### src/rtl/blk_rev_pkg.sv
package blk_rev_pkg;

  localparam int unsigned NUM_BANKS = 2;

  typedef logic bank_sel_t;

  function automatic bank_sel_t flip_bank(input bank_sel_t b);
    return bank_sel_t'(~b);
  endfunction

endpackage

### src/rtl/blk_rev_bank.sv
module blk_rev_bank #(
  parameter int unsigned DATA_W = 16,
  parameter int unsigned DEPTH  = 64,
  localparam int unsigned AW    = (DEPTH > 1) ? $clog2(DEPTH) : 1
) (
  input  logic              clk,
  input  logic              wr_en,
  input  logic [AW-1:0]     wr_addr,
  input  logic [DATA_W-1:0] wr_data,
  input  logic [AW-1:0]     rd_addr,
  output logic [DATA_W-1:0] rd_data
);

  logic [DATA_W-1:0] store [DEPTH];

  always_ff @(posedge clk) begin
    if (wr_en) begin
      store[wr_addr] <= wr_data;
    end
  end

  assign rd_data = store[rd_addr];

endmodule

### src/rtl/blk_rev_wctl.sv
module blk_rev_wctl
  import blk_rev_pkg::*;
#(
  parameter int unsigned BLK_LEN = 64,
  localparam int unsigned AW     = (BLK_LEN > 1) ? $clog2(BLK_LEN) : 1,
  localparam int unsigned LW     = $clog2(BLK_LEN + 1)
) (
  input  logic                 clk,
  input  logic                 rst_n,
  input  logic                 in_valid,
  input  logic                 in_last,
  input  logic [NUM_BANKS-1:0] bank_full,
  output logic                 in_ready,
  output logic                 wr_en,
  output bank_sel_t            wr_bank,
  output logic [AW-1:0]        wr_addr,
  output logic                 seal,
  output logic [LW-1:0]        seal_len,
  output logic                 seal_last
);

  bank_sel_t     bank_d;
  logic [AW-1:0] addr_d;
  logic          at_end;

  assign in_ready  = ~bank_full[wr_bank];
  assign wr_en     = in_valid & in_ready;
  assign at_end    = (wr_addr == AW'(BLK_LEN - 1));
  assign seal      = wr_en & (in_last | at_end);
  assign seal_len  = LW'(wr_addr) + LW'(1);
  assign seal_last = in_last;

  always_comb begin
    bank_d = wr_bank;
    addr_d = wr_addr;
    if (seal) begin
      bank_d = flip_bank(wr_bank);
      addr_d = '0;
    end else if (wr_en) begin
      addr_d = wr_addr + AW'(1);
    end
  end

  always_ff @(posedge clk or negedge rst_n) begin
    if (!rst_n) begin
      wr_bank <= '0;
      wr_addr <= '0;
    end else if (wr_en) begin
      wr_bank <= bank_d;
      wr_addr <= addr_d;
    end
  end

  // a closed segment always restarts filling at the lowest address
  p_addr_restart_r4: assert property (@(posedge clk) disable iff (!rst_n)
    seal |=> (wr_addr == '0));

  // a sealed length lies within one segment
  p_seal_len_r4: assert property (@(posedge clk) disable iff (!rst_n)
    seal |-> (seal_len >= LW'(1)) && (seal_len <= LW'(BLK_LEN)));

endmodule

### src/rtl/blk_rev_rctl.sv
module blk_rev_rctl
  import blk_rev_pkg::*;
#(
  parameter int unsigned BLK_LEN = 64,
  localparam int unsigned AW     = (BLK_LEN > 1) ? $clog2(BLK_LEN) : 1,
  localparam int unsigned LW     = $clog2(BLK_LEN + 1)
) (
  input  logic                          clk,
  input  logic                          rst_n,
  input  logic                          out_ready,
  input  logic [NUM_BANKS-1:0]          bank_full,
  input  logic [NUM_BANKS-1:0][LW-1:0]  bank_len,
  input  logic [NUM_BANKS-1:0]          bank_last,
  output logic                          out_valid,
  output logic                          out_last,
  output bank_sel_t                     rd_bank,
  output logic [AW-1:0]                 rd_addr,
  output logic                          release_blk
);

  logic [AW-1:0] rpos_q, rpos_d;
  bank_sel_t     bank_d;
  logic [LW-1:0] cur_len;
  logic [LW-1:0] addr_wide;
  logic          final_item;
  logic          take;

  assign cur_len    = bank_len[rd_bank];
  assign addr_wide  = cur_len - LW'(1) - LW'(rpos_q);
  assign rd_addr    = addr_wide[AW-1:0];
  assign final_item = ((LW'(rpos_q) + LW'(1)) == cur_len);
  assign out_valid  = bank_full[rd_bank];
  assign take       = out_valid & out_ready;
  assign out_last   = out_valid & bank_last[rd_bank] & final_item;
  assign release_blk = take & final_item;

  always_comb begin
    bank_d = rd_bank;
    rpos_d = rpos_q;
    if (release_blk) begin
      bank_d = flip_bank(rd_bank);
      rpos_d = '0;
    end else if (take) begin
      rpos_d = rpos_q + AW'(1);
    end
  end

  always_ff @(posedge clk or negedge rst_n) begin
    if (!rst_n) begin
      rd_bank <= '0;
      rpos_q  <= '0;
    end else if (take) begin
      rd_bank <= bank_d;
      rpos_q  <= rpos_d;
    end
  end

  // a stalled output keeps pointing at the same word
  p_hold_r7: assert property (@(posedge clk) disable iff (!rst_n)
    out_valid && !out_ready |=> out_valid && $stable(rd_addr) && $stable(rd_bank));

  // the end flag only appears on the word stored first in the segment
  p_last_addr_r5: assert property (@(posedge clk) disable iff (!rst_n)
    out_last |-> (rd_addr == '0));

endmodule

### src/rtl/blk_rev_buf.sv
module blk_rev_buf
  import blk_rev_pkg::*;
#(
  parameter int unsigned DATA_W  = 16,
  parameter int unsigned BLK_LEN = 64,
  localparam int unsigned AW     = (BLK_LEN > 1) ? $clog2(BLK_LEN) : 1,
  localparam int unsigned LW     = $clog2(BLK_LEN + 1)
) (
  input  logic              clk,
  input  logic              rst_n,
  input  logic              in_valid,
  output logic              in_ready,
  input  logic [DATA_W-1:0] in_data,
  input  logic              in_last,
  output logic              out_valid,
  input  logic              out_ready,
  output logic [DATA_W-1:0] out_data,
  output logic              out_last
);

  logic [NUM_BANKS-1:0]          full_q, full_d;
  logic [NUM_BANKS-1:0][LW-1:0]  len_q, len_d;
  logic [NUM_BANKS-1:0]          endf_q, endf_d;

  logic                          wr_en;
  bank_sel_t                     wr_bank;
  logic [AW-1:0]                 wr_addr;
  logic                          seal;
  logic [LW-1:0]                 seal_len;
  logic                          seal_last;

  bank_sel_t                     rd_bank;
  logic [AW-1:0]                 rd_addr;
  logic                          release_blk;
  logic [NUM_BANKS-1:0][DATA_W-1:0] bank_rd;

  blk_rev_wctl #(.BLK_LEN(BLK_LEN)) u_wctl (
    .clk       (clk),
    .rst_n     (rst_n),
    .in_valid  (in_valid),
    .in_last   (in_last),
    .bank_full (full_q),
    .in_ready  (in_ready),
    .wr_en     (wr_en),
    .wr_bank   (wr_bank),
    .wr_addr   (wr_addr),
    .seal      (seal),
    .seal_len  (seal_len),
    .seal_last (seal_last)
  );

  blk_rev_rctl #(.BLK_LEN(BLK_LEN)) u_rctl (
    .clk         (clk),
    .rst_n       (rst_n),
    .out_ready   (out_ready),
    .bank_full   (full_q),
    .bank_len    (len_q),
    .bank_last   (endf_q),
    .out_valid   (out_valid),
    .out_last    (out_last),
    .rd_bank     (rd_bank),
    .rd_addr     (rd_addr),
    .release_blk (release_blk)
  );

  for (genvar g = 0; g < NUM_BANKS; g++) begin : g_bank
    blk_rev_bank #(.DATA_W(DATA_W), .DEPTH(BLK_LEN)) u_bank (
      .clk     (clk),
      .wr_en   (wr_en && (wr_bank == bank_sel_t'(g))),
      .wr_addr (wr_addr),
      .wr_data (in_data),
      .rd_addr (rd_addr),
      .rd_data (bank_rd[g])
    );
  end

  assign out_data = bank_rd[rd_bank];

  always_comb begin
    full_d = full_q;
    len_d  = len_q;
    endf_d = endf_q;
    for (int b = 0; b < NUM_BANKS; b++) begin
      if (release_blk && (rd_bank == bank_sel_t'(b))) begin
        full_d[b] = 1'b0;
      end
      if (seal && (wr_bank == bank_sel_t'(b))) begin
        full_d[b] = 1'b1;
        len_d[b]  = seal_len;
        endf_d[b] = seal_last;
      end
    end
  end

  always_ff @(posedge clk or negedge rst_n) begin
    if (!rst_n) begin
      full_q <= '0;
      len_q  <= '0;
      endf_q <= '0;
    end else if (seal || release_blk) begin
      full_q <= full_d;
      len_q  <= len_d;
      endf_q <= endf_d;
    end
  end

  // a segment is never sealed into a bank still awaiting readout
  p_seal_free_r6: assert property (@(posedge clk) disable iff (!rst_n)
    seal |-> !full_q[wr_bank]);

  // only a bank holding a complete segment is released
  p_release_full_r1: assert property (@(posedge clk) disable iff (!rst_n)
    release_blk |-> full_q[rd_bank]);

  // both banks occupied means the input is closed
  p_no_overflow_r6: assert property (@(posedge clk) disable iff (!rst_n)
    (&full_q) |-> !in_ready);

  // stalled output data and end flag do not move
  p_out_stable_r7: assert property (@(posedge clk) disable iff (!rst_n)
    out_valid && !out_ready |=> $stable(out_data) && $stable(out_last));

endmodule

### config.mk
export PLATFORM = sky130hd
export DESIGN_NAME = blk_rev_buf
export DESIGN_NICKNAME = d
export VERILOG_FILES = /design/src/rtl/blk_rev_pkg.sv /design/src/rtl/blk_rev_bank.sv /design/src/rtl/blk_rev_wctl.sv /design/src/rtl/blk_rev_rctl.sv /design/src/rtl/blk_rev_buf.sv
export SDC_FILE = /design/constraint.sdc
export NUM_CORES = 2
export LEC_CHECK = 0
export BUFFER_PORTS_ARGS = -buffer_cell sky130_fd_sc_hd__buf_4
export CAP_MARGIN = 20
export CORE_MARGIN = 2
export CORE_UTILIZATION = 30
export CTS_BUF_LIST = sky130_fd_sc_hd__clkbuf_8
export CTS_CLUSTER_DIAMETER = 30
export DETAILED_ROUTE_END_ITERATION = 10
export SETUP_SLACK_MARGIN = 0.3
export SYNTH_ARGS = -nofsm -noshare
export SYNTH_HDL_FRONTEND = slang
export SYNTH_SLANG_ARGS = --single-unit
### constraint.sdc
create_clock -name clk -period 5.6 [get_ports clk]
set_clock_uncertainty 0.15 [all_clocks]
set_input_delay 0.56 -clock clk [delete_from_list [all_inputs] [get_ports clk]]
set_output_delay 0.56 -clock clk [all_outputs]
set_load 0.03 [all_outputs]
== After elaboration in Yosys (flattened, before gate mapping) ==
Memories as Yosys holds them, arrays and structs flattened.
Index checks and enable logic that the tools add are counted.

* Register bits after elaboration: 32
* Memory bits (writable): 2048
* Bits of input ports: 21
* Output and inout bits: 19
* Logic and storage cells: 67
* Memories kept: 2

* Add/sub/neg operators: 6
* Magnitude comparators: 2
* Equality and inequality tests: 2
* Muxes and demuxes: 20
* Bitwise gates (word level): 10
* Reduce and logical (&&, ||, !) cells: 15

{| class="wikitable"
|+ Memory list
! name !! words !! width !! read ports !! clocked after memory_dff !! write ports !! line !! RTL
|-
| g_bank[0].u_bank.store || 64 || 16 || 1 || 0 || 1 || blk_rev_bank.sv:14 || <nowiki>logic [DATA_W-1:0] store [DEPTH];</nowiki>
|-
| g_bank[1].u_bank.store || 64 || 16 || 1 || 0 || 1 || blk_rev_bank.sv:14 ||
|}

{| class="wikitable"
|+ Operator list
! cell !! number
|-
| 2-to-1 mux 16 bit || 2
|-
| adder 6 x 1 -> 7 bit (second input constant) || 2
|-
| 2-to-1 mux 1 bit || 14
|-
| 2-to-1 mux 7 bit || 2
|-
| adder 6 x 1 -> 6 bit (second input constant) || 2
|-
| 2-to-1 mux 6 bit || 2
|-
| AND reduction 2 bit || 6
|-
| equality test 7 bit || 1
|-
| bitwise AND 1 bit || 6
|-
| equality test 6 bit (second input constant) || 1
|-
| logical AND 1 bit || 6
|-
| subtractor 6 x 1 -> 6 bit (second input constant) || 1
|-
| subtractor 6 bit || 1
|-
| less-than comparator 1 x 2 -> 1 bit (second input constant) || 2
|-
| nonzero test 2 bit || 2
|-
| inverter 1 bit || 3
|-
| logical OR 1 bit || 1
|-
| OR 1 bit || 1
|}

== Logic depth before layout (Yosys ltp) ==
* Depth after elaboration: 8
* Gate-level depth with buffers: 15
* Mapped depth without buffers: 10

== Hierarchy ==
From an unflattened synthesis, not the netlist that was laid out.

* Cell total of the unflattened synthesis: 3822
* Area, all modules: 81625.8 um^2

{| class="wikitable"
|+ By module, submodules not included
! module !! instances !! cells an instance !! area each (um^2) !! sequential area each (um^2)
|-
| blk_rev_bank || 2 || 1813 || 39721.8 || 30749.5
|-
| blk_rev_buf || 1 || 62 || 939.7 || 450.4
|-
| blk_rev_rctl || 1 || 92 || 830.8 || 175.2
|-
| blk_rev_wctl || 1 || 42 || 411.6 || 175.2
|}

== Worst setup path after synthesis ==
OpenSTA, ideal clock, no wires.

* Path kind: register -> output
* From: register u_rctl.rd_bank
* To: output out_data[0]
* Arrival time: 4.126 ns
* Data required time: 4.890 ns
* Slack: 0.764 ns
* Cell stages (with the launch flop): 16
* Buffers on the path: 7
* Path through: dfrtp_1 -> buf_6 -> buf_2 -> mux2_2 -> ha_1 -> fa_1 -> buf_4 -> buf_4 -> buf_4 -> buf_2 -> clkbuf_1 -> mux4_2 -> nand2_1 -> nand3_1 -> a21oi_1 -> nor4_1

* Word-level cells in the longest chain between the ends: 7
* Elaborated cells on any way between the ends: 8
* Those cells by class: add/sub: 2; mux: 4; memory: 2

{| class="wikitable"
|+ RTL lines
! item !! line !! RTL
|-
| start, declared || blk_rev_rctl.sv:16 || <nowiki>output bank_sel_t rd_bank,</nowiki>
|-
| start signal, assigned || blk_rev_rctl.sv:53 || <nowiki>rd_bank <= bank_d;</nowiki>
|-
| 2-to-1 mux 7 bit (implied by the code) (2 in series) || blk_rev_rctl.sv:28 || <nowiki>assign cur_len = bank_len[rd_bank];</nowiki>
|-
| subtractor 6 x 1 -> 6 bit || blk_rev_rctl.sv:29 || <nowiki>assign addr_wide = cur_len - LW'(1) - LW'(rpos_q);</nowiki>
|-
| subtractor 6 bit || blk_rev_rctl.sv:29 ||
|-
| memory (64 x 16 bit) || n/a ||
|-
| 2-to-1 mux 16 bit (implied by the code) * (2 in series) || blk_rev_buf.sv:77 || <nowiki>assign out_data = bank_rd[rd_bank];</nowiki>
|-
| end, declared || blk_rev_buf.sv:17 || <nowiki>output logic [DATA_W-1:0] out_data,</nowiki>
|}

Mark *: on every way between the ends. The rest lies on a longest branch, timed or not. The select of a mux whose other input is x is not followed.

== Worst setup path in the final report ==
* From: register u_rctl.rd_bank
* To: output out_data[12]

The elaborated chain is that of the path after synthesis.

==> run_summary.xml <==
<?xml version="1.0" encoding="UTF-8"?>
<metrics>
  <group name="die">
    <metric name="core_region_area" unit="µm²">268200</metric>
    <metric name="die-height" unit="µm">523.2</metric>
    <metric name="pin_count" unit="">40</metric>
    <metric name="die_w" unit="µm">523.2</metric>
    <metric name="dieArea" unit="µm²">273800</metric>
    <metric name="fp-row-count" unit="">190</metric>
    <metric name="start_util" unit="">0.3016</metric>
  </group>
  <group name="worst_setup_path">
    <metric name="critPathMaxStageDelay" unit="ps">860</metric>
    <metric name="crit_path_cell_trace" unit="">buf_12 -&gt; mux2_4 -&gt; fa_4 -&gt; buf_12 -&gt; buf_12 -&gt; buf_16 -&gt; mux4_2 -&gt; nand2_1 -&gt; nand3_1 -&gt; a21oi_1 -&gt; or3_4 -&gt; nor4_4 -&gt; buf_6</metric>
    <metric name="worst-endpoint-required" unit="ps">4890</metric>
    <metric name="crit_fanout" unit="">14</metric>
    <metric name="timing_worst_setup_path_type" unit="">reg2out</metric>
    <metric name="crit_top_cell" unit="">buf_12</metric>
    <metric name="startpoint_types" unit="">register</metric>
    <metric name="setup.worst_path.end_class" unit="">primary output</metric>
    <metric name="timing.critical_path.slowest_stage_cell" unit="">fa_4</metric>
    <metric name="crit_arrival" unit="ps">5050</metric>
  </group>
  <group name="drt">
    <metric name="drt-total-wl" unit="mm">213.6</metric>
    <metric name="detail_route.iter0.violations" unit="">4814</metric>
    <metric name="vias_per_cell" unit="">4.980</metric>
    <metric name="detail_route.drc_violations" unit="">0</metric>
    <metric name="post_drt_wl_per_cell" unit="µm">26.12</metric>
    <metric name="detailroute.via_count" unit="">40730</metric>
    <metric name="first_pass_iteration_count_of_the_detailed_router" unit="">5</metric>
    <metric name="count_of_antenna_violating_nets_left_after_detailed_routing" unit="">0</metric>
  </group>
  <group name="cells_and_area">
    <metric name="syn_to_final_growth" unit="%">21.31</metric>
    <metric name="fillerInstances" unit="">24350</metric>
    <metric name="design.final.nets" unit="">4323</metric>
    <metric name="fraction_of_layout_instances_using_a_drive_strength_above_1" unit="">0.3761</metric>
    <metric name="layout.core_utilization" unit="">0.3659</metric>
    <metric name="instances_no_fill" unit="">8179</metric>
  </group>
  <group name="timing">
    <metric name="slew_violations" unit="">0</metric>
    <metric name="finalWorstPathRequiredPeriod" unit="ps">5762</metric>
    <metric name="hold_slack" unit="ps">99.91</metric>
    <metric name="worst_slew_margin_relative_to_its_limit" unit="">0.2253</metric>
    <metric name="fmax" unit="MHz">173.5</metric>
    <metric name="setup-violations-final" unit="">16</metric>
    <metric name="timing_worst_slew_pin_value" unit="ps">1158</metric>
    <metric name="hold_violations" unit="">0</metric>
    <metric name="post-route-worst-setup-slack" unit="ps">-162.1</metric>
    <metric name="fin_crit_sh" unit="">1.029</metric>
    <metric name="unrepaired_setup_endpoints_after_global_routing" unit="">yes</metric>
  </group>
  <group name="global_route">
    <metric name="grt_pass1_wl" unit="mm">303.4</metric>
    <metric name="first_global_vias" unit="">42060</metric>
    <metric name="grt_start_max_net_pins" unit="">86</metric>
    <metric name="grt_util_all_layers" unit="">0.1534</metric>
    <metric name="globalRoute.totalOverflow" unit="">0</metric>
    <metric name="grt_antenna_before_repair" unit="">11</metric>
  </group>
  <group name="yosys">
    <metric name="synth_enable_flop_cells" unit="">2048</metric>
    <metric name="synth.net_count" unit="">3736</metric>
    <metric name="netlist_area" unit="µm²">80880</metric>
    <metric name="async_flop_share" unit="">0.01538</metric>
    <metric name="yosys.area.top_type_share" unit="">0.7604</metric>
    <metric name="dominantRegCellSynth" unit="">edfxtp_1</metric>
    <metric name="synthDistinctLibCells" unit="">54</metric>
    <metric name="synthesis.instances" unit="">3707</metric>
    <metric name="synth_largest_area_cell" unit="">edfxtp_1</metric>
    <metric name="yosysMostFrequentCell" unit="">edfxtp_1</metric>
    <metric name="synth_sequential_area_ratio" unit="">0.7703</metric>
    <metric name="synth.avg_cell_area" unit="µm²">21.82</metric>
    <metric name="yosys-top-cells-area" unit="">edfxtp_1 76%, mux4_2 16%, nand2_1 1.3%</metric>
    <metric name="ys_ff_latch" unit="">2080</metric>
    <metric name="synth_common_cells" unit="">2048 x edfxtp_1, 576 x mux4_2, 290 x nand2_1</metric>
    <metric name="synthesis.yosys.warnings" unit="">0</metric>
  </group>
  <group name="place">
    <metric name="placed_instances" unit="">7311</metric>
    <metric name="place_hpwl" unit="mm">118.3</metric>
    <metric name="portBuffers" unit="">39</metric>
    <metric name="gp_congestion" unit="">0.8017</metric>
  </group>
  <group name="clock_tree">
    <metric name="cts_tree" unit="">done</metric>
    <metric name="number_of_h_tree_branching_levels" unit="">5</metric>
    <metric name="clk-insertion-delay-late" unit="ps">1050</metric>
    <metric name="clk_pin_slew_worst_paths" unit="ps">60</metric>
    <metric name="ctsLongestPathBuffers" unit="">4</metric>
    <metric name="cts_root_buffer" unit="">clkbuf_8</metric>
    <metric name="cts_num_sinks" unit="">2080</metric>
    <metric name="cts_buffers" unit="">417</metric>
  </group>
  <group name="min_path">
    <metric name="min-delay-path-class" unit="">in2reg</metric>
  </group>
  <group name="run_status">
    <metric name="failed_checks" unit="">negative setup slack</metric>
    <metric name="run_status" unit="">complete, but fails checks</metric>
  </group>
  <group name="run">
    <metric name="max_cap_viol_count" unit="">0</metric>
  </group>
</metrics>
==> worst max-delay path: cells and delay by family (launching register included) <==
family	cells	cell delay [ps]
adders and majority gates	1	860
AOI/OAI and AO/OA	1	210
muxes	2	510
and+or+nand+nor	4	1130
DFF	1	420
buffers and inverters	5	820
==> area by class of cell <==
class,instances,area [µm²],share of cell area
Clock buffer,420,5781,0.05892
Tap cell,3552,4444,0.04530
Antenna cell,6,15.01,0.0001530
Inverter,9,33.78,0.0003443
Clock inverter,326,2839,0.02894
Sequential cell,2080,62300,0.6350
Multi-Input combinational cell,1410,18490,0.1885
Timing Repair Buffer,376,4202,0.04283
==> cell usage in the layout, fill, tap and decap left out, types with 64 or more instances in the layout <==
cell	Yosys	routed
edfxtp_1	2048	2048
mux4_2	576	576
clkbuf_8	0	420
nand2_1	290	290
buf_4	39	242
nand3_1	109	100
nor2_1	145	89
clkinv_1	0	86
inv_1	9	78
clkinv_2	0	64
==> metal layers <==
layer	share of wire	global-route usage
met3	0.078	0.02952
met5	0.000056	0
met1	0.40	0.2057
met4	0.023	0.04669
met2	0.49	0.2526
==> sequential cells by signal (all words and copies together), names as in the netlist <==
register and cells:
full_q 2, len_q 14, g_bank.u_bank.store 2048, u_wctl.wr_bank 1, endf_q 2, u_rctl.rpos_q 6, u_wctl.wr_addr 6, u_rctl.rd_bank 1
==> final timing paths <==
kind	end	startpoint	depth (start not counted)	slack [ps]
setup reg to reg	g_bank[0].u_bank.store[49][4]	u_wctl.wr_bank	6	1970
min in group asynchronous	u_rctl.rpos_q[0]	rst_n	4	560
max in group asynchronous	u_wctl.wr_addr[3]	rst_n	4	4530
hold / removal	g_bank[1].u_bank.store[60][9]	in_data[9]	1	100
hold reg to reg	len_q[11]	len_q[11]	2	340
setup / recovery	out_data[12]	u_rctl.rd_bank	13	-160
==> repair_timing <==
item / 4_1_cts / 5_1_grt
resized for setup: 148 / 58
setup buffers: 50 / 23
endpoints found under the setup margin: 16 / 16
gates cloned: 13 / 7
hold endpoints to repair: 838 / 0
hold buffers: 22 / 0
pin swaps: 19 / 17
==> logic make-up (layout without fill, tap and decap cells) <==
family,Yosys count,in the layout,synth area share
AO/OA/AOI/OAI,157,157,0.01201
XOR/XNOR,22,22,0.002986
adder cells (fa/ha/maj),8,8,0.001330
buffers and inverters,217,1131,0.01485
flip-flops,2080,2080,0.7703
multiplexers,592,592,0.1627
other,0,6,0
AND/OR/NAND/NOR,631,631,0.03578
==> metrics by stage <==
stage                     cell area [µm²]  setup slack (ps)  TNS (ps)
after global routing                98100            -218.2     -2715
final                               98110            -162.1     -1465
after floorplan                     80880             764.3         0
after detailed placement            86790             3.944         0
after global placement              86710             41.70         0
after CTS                           97440            -289.4     -3614
Power is not shown: default switching activity piles up to over one toggle a cycle in this logic, so the estimate is an artifact.
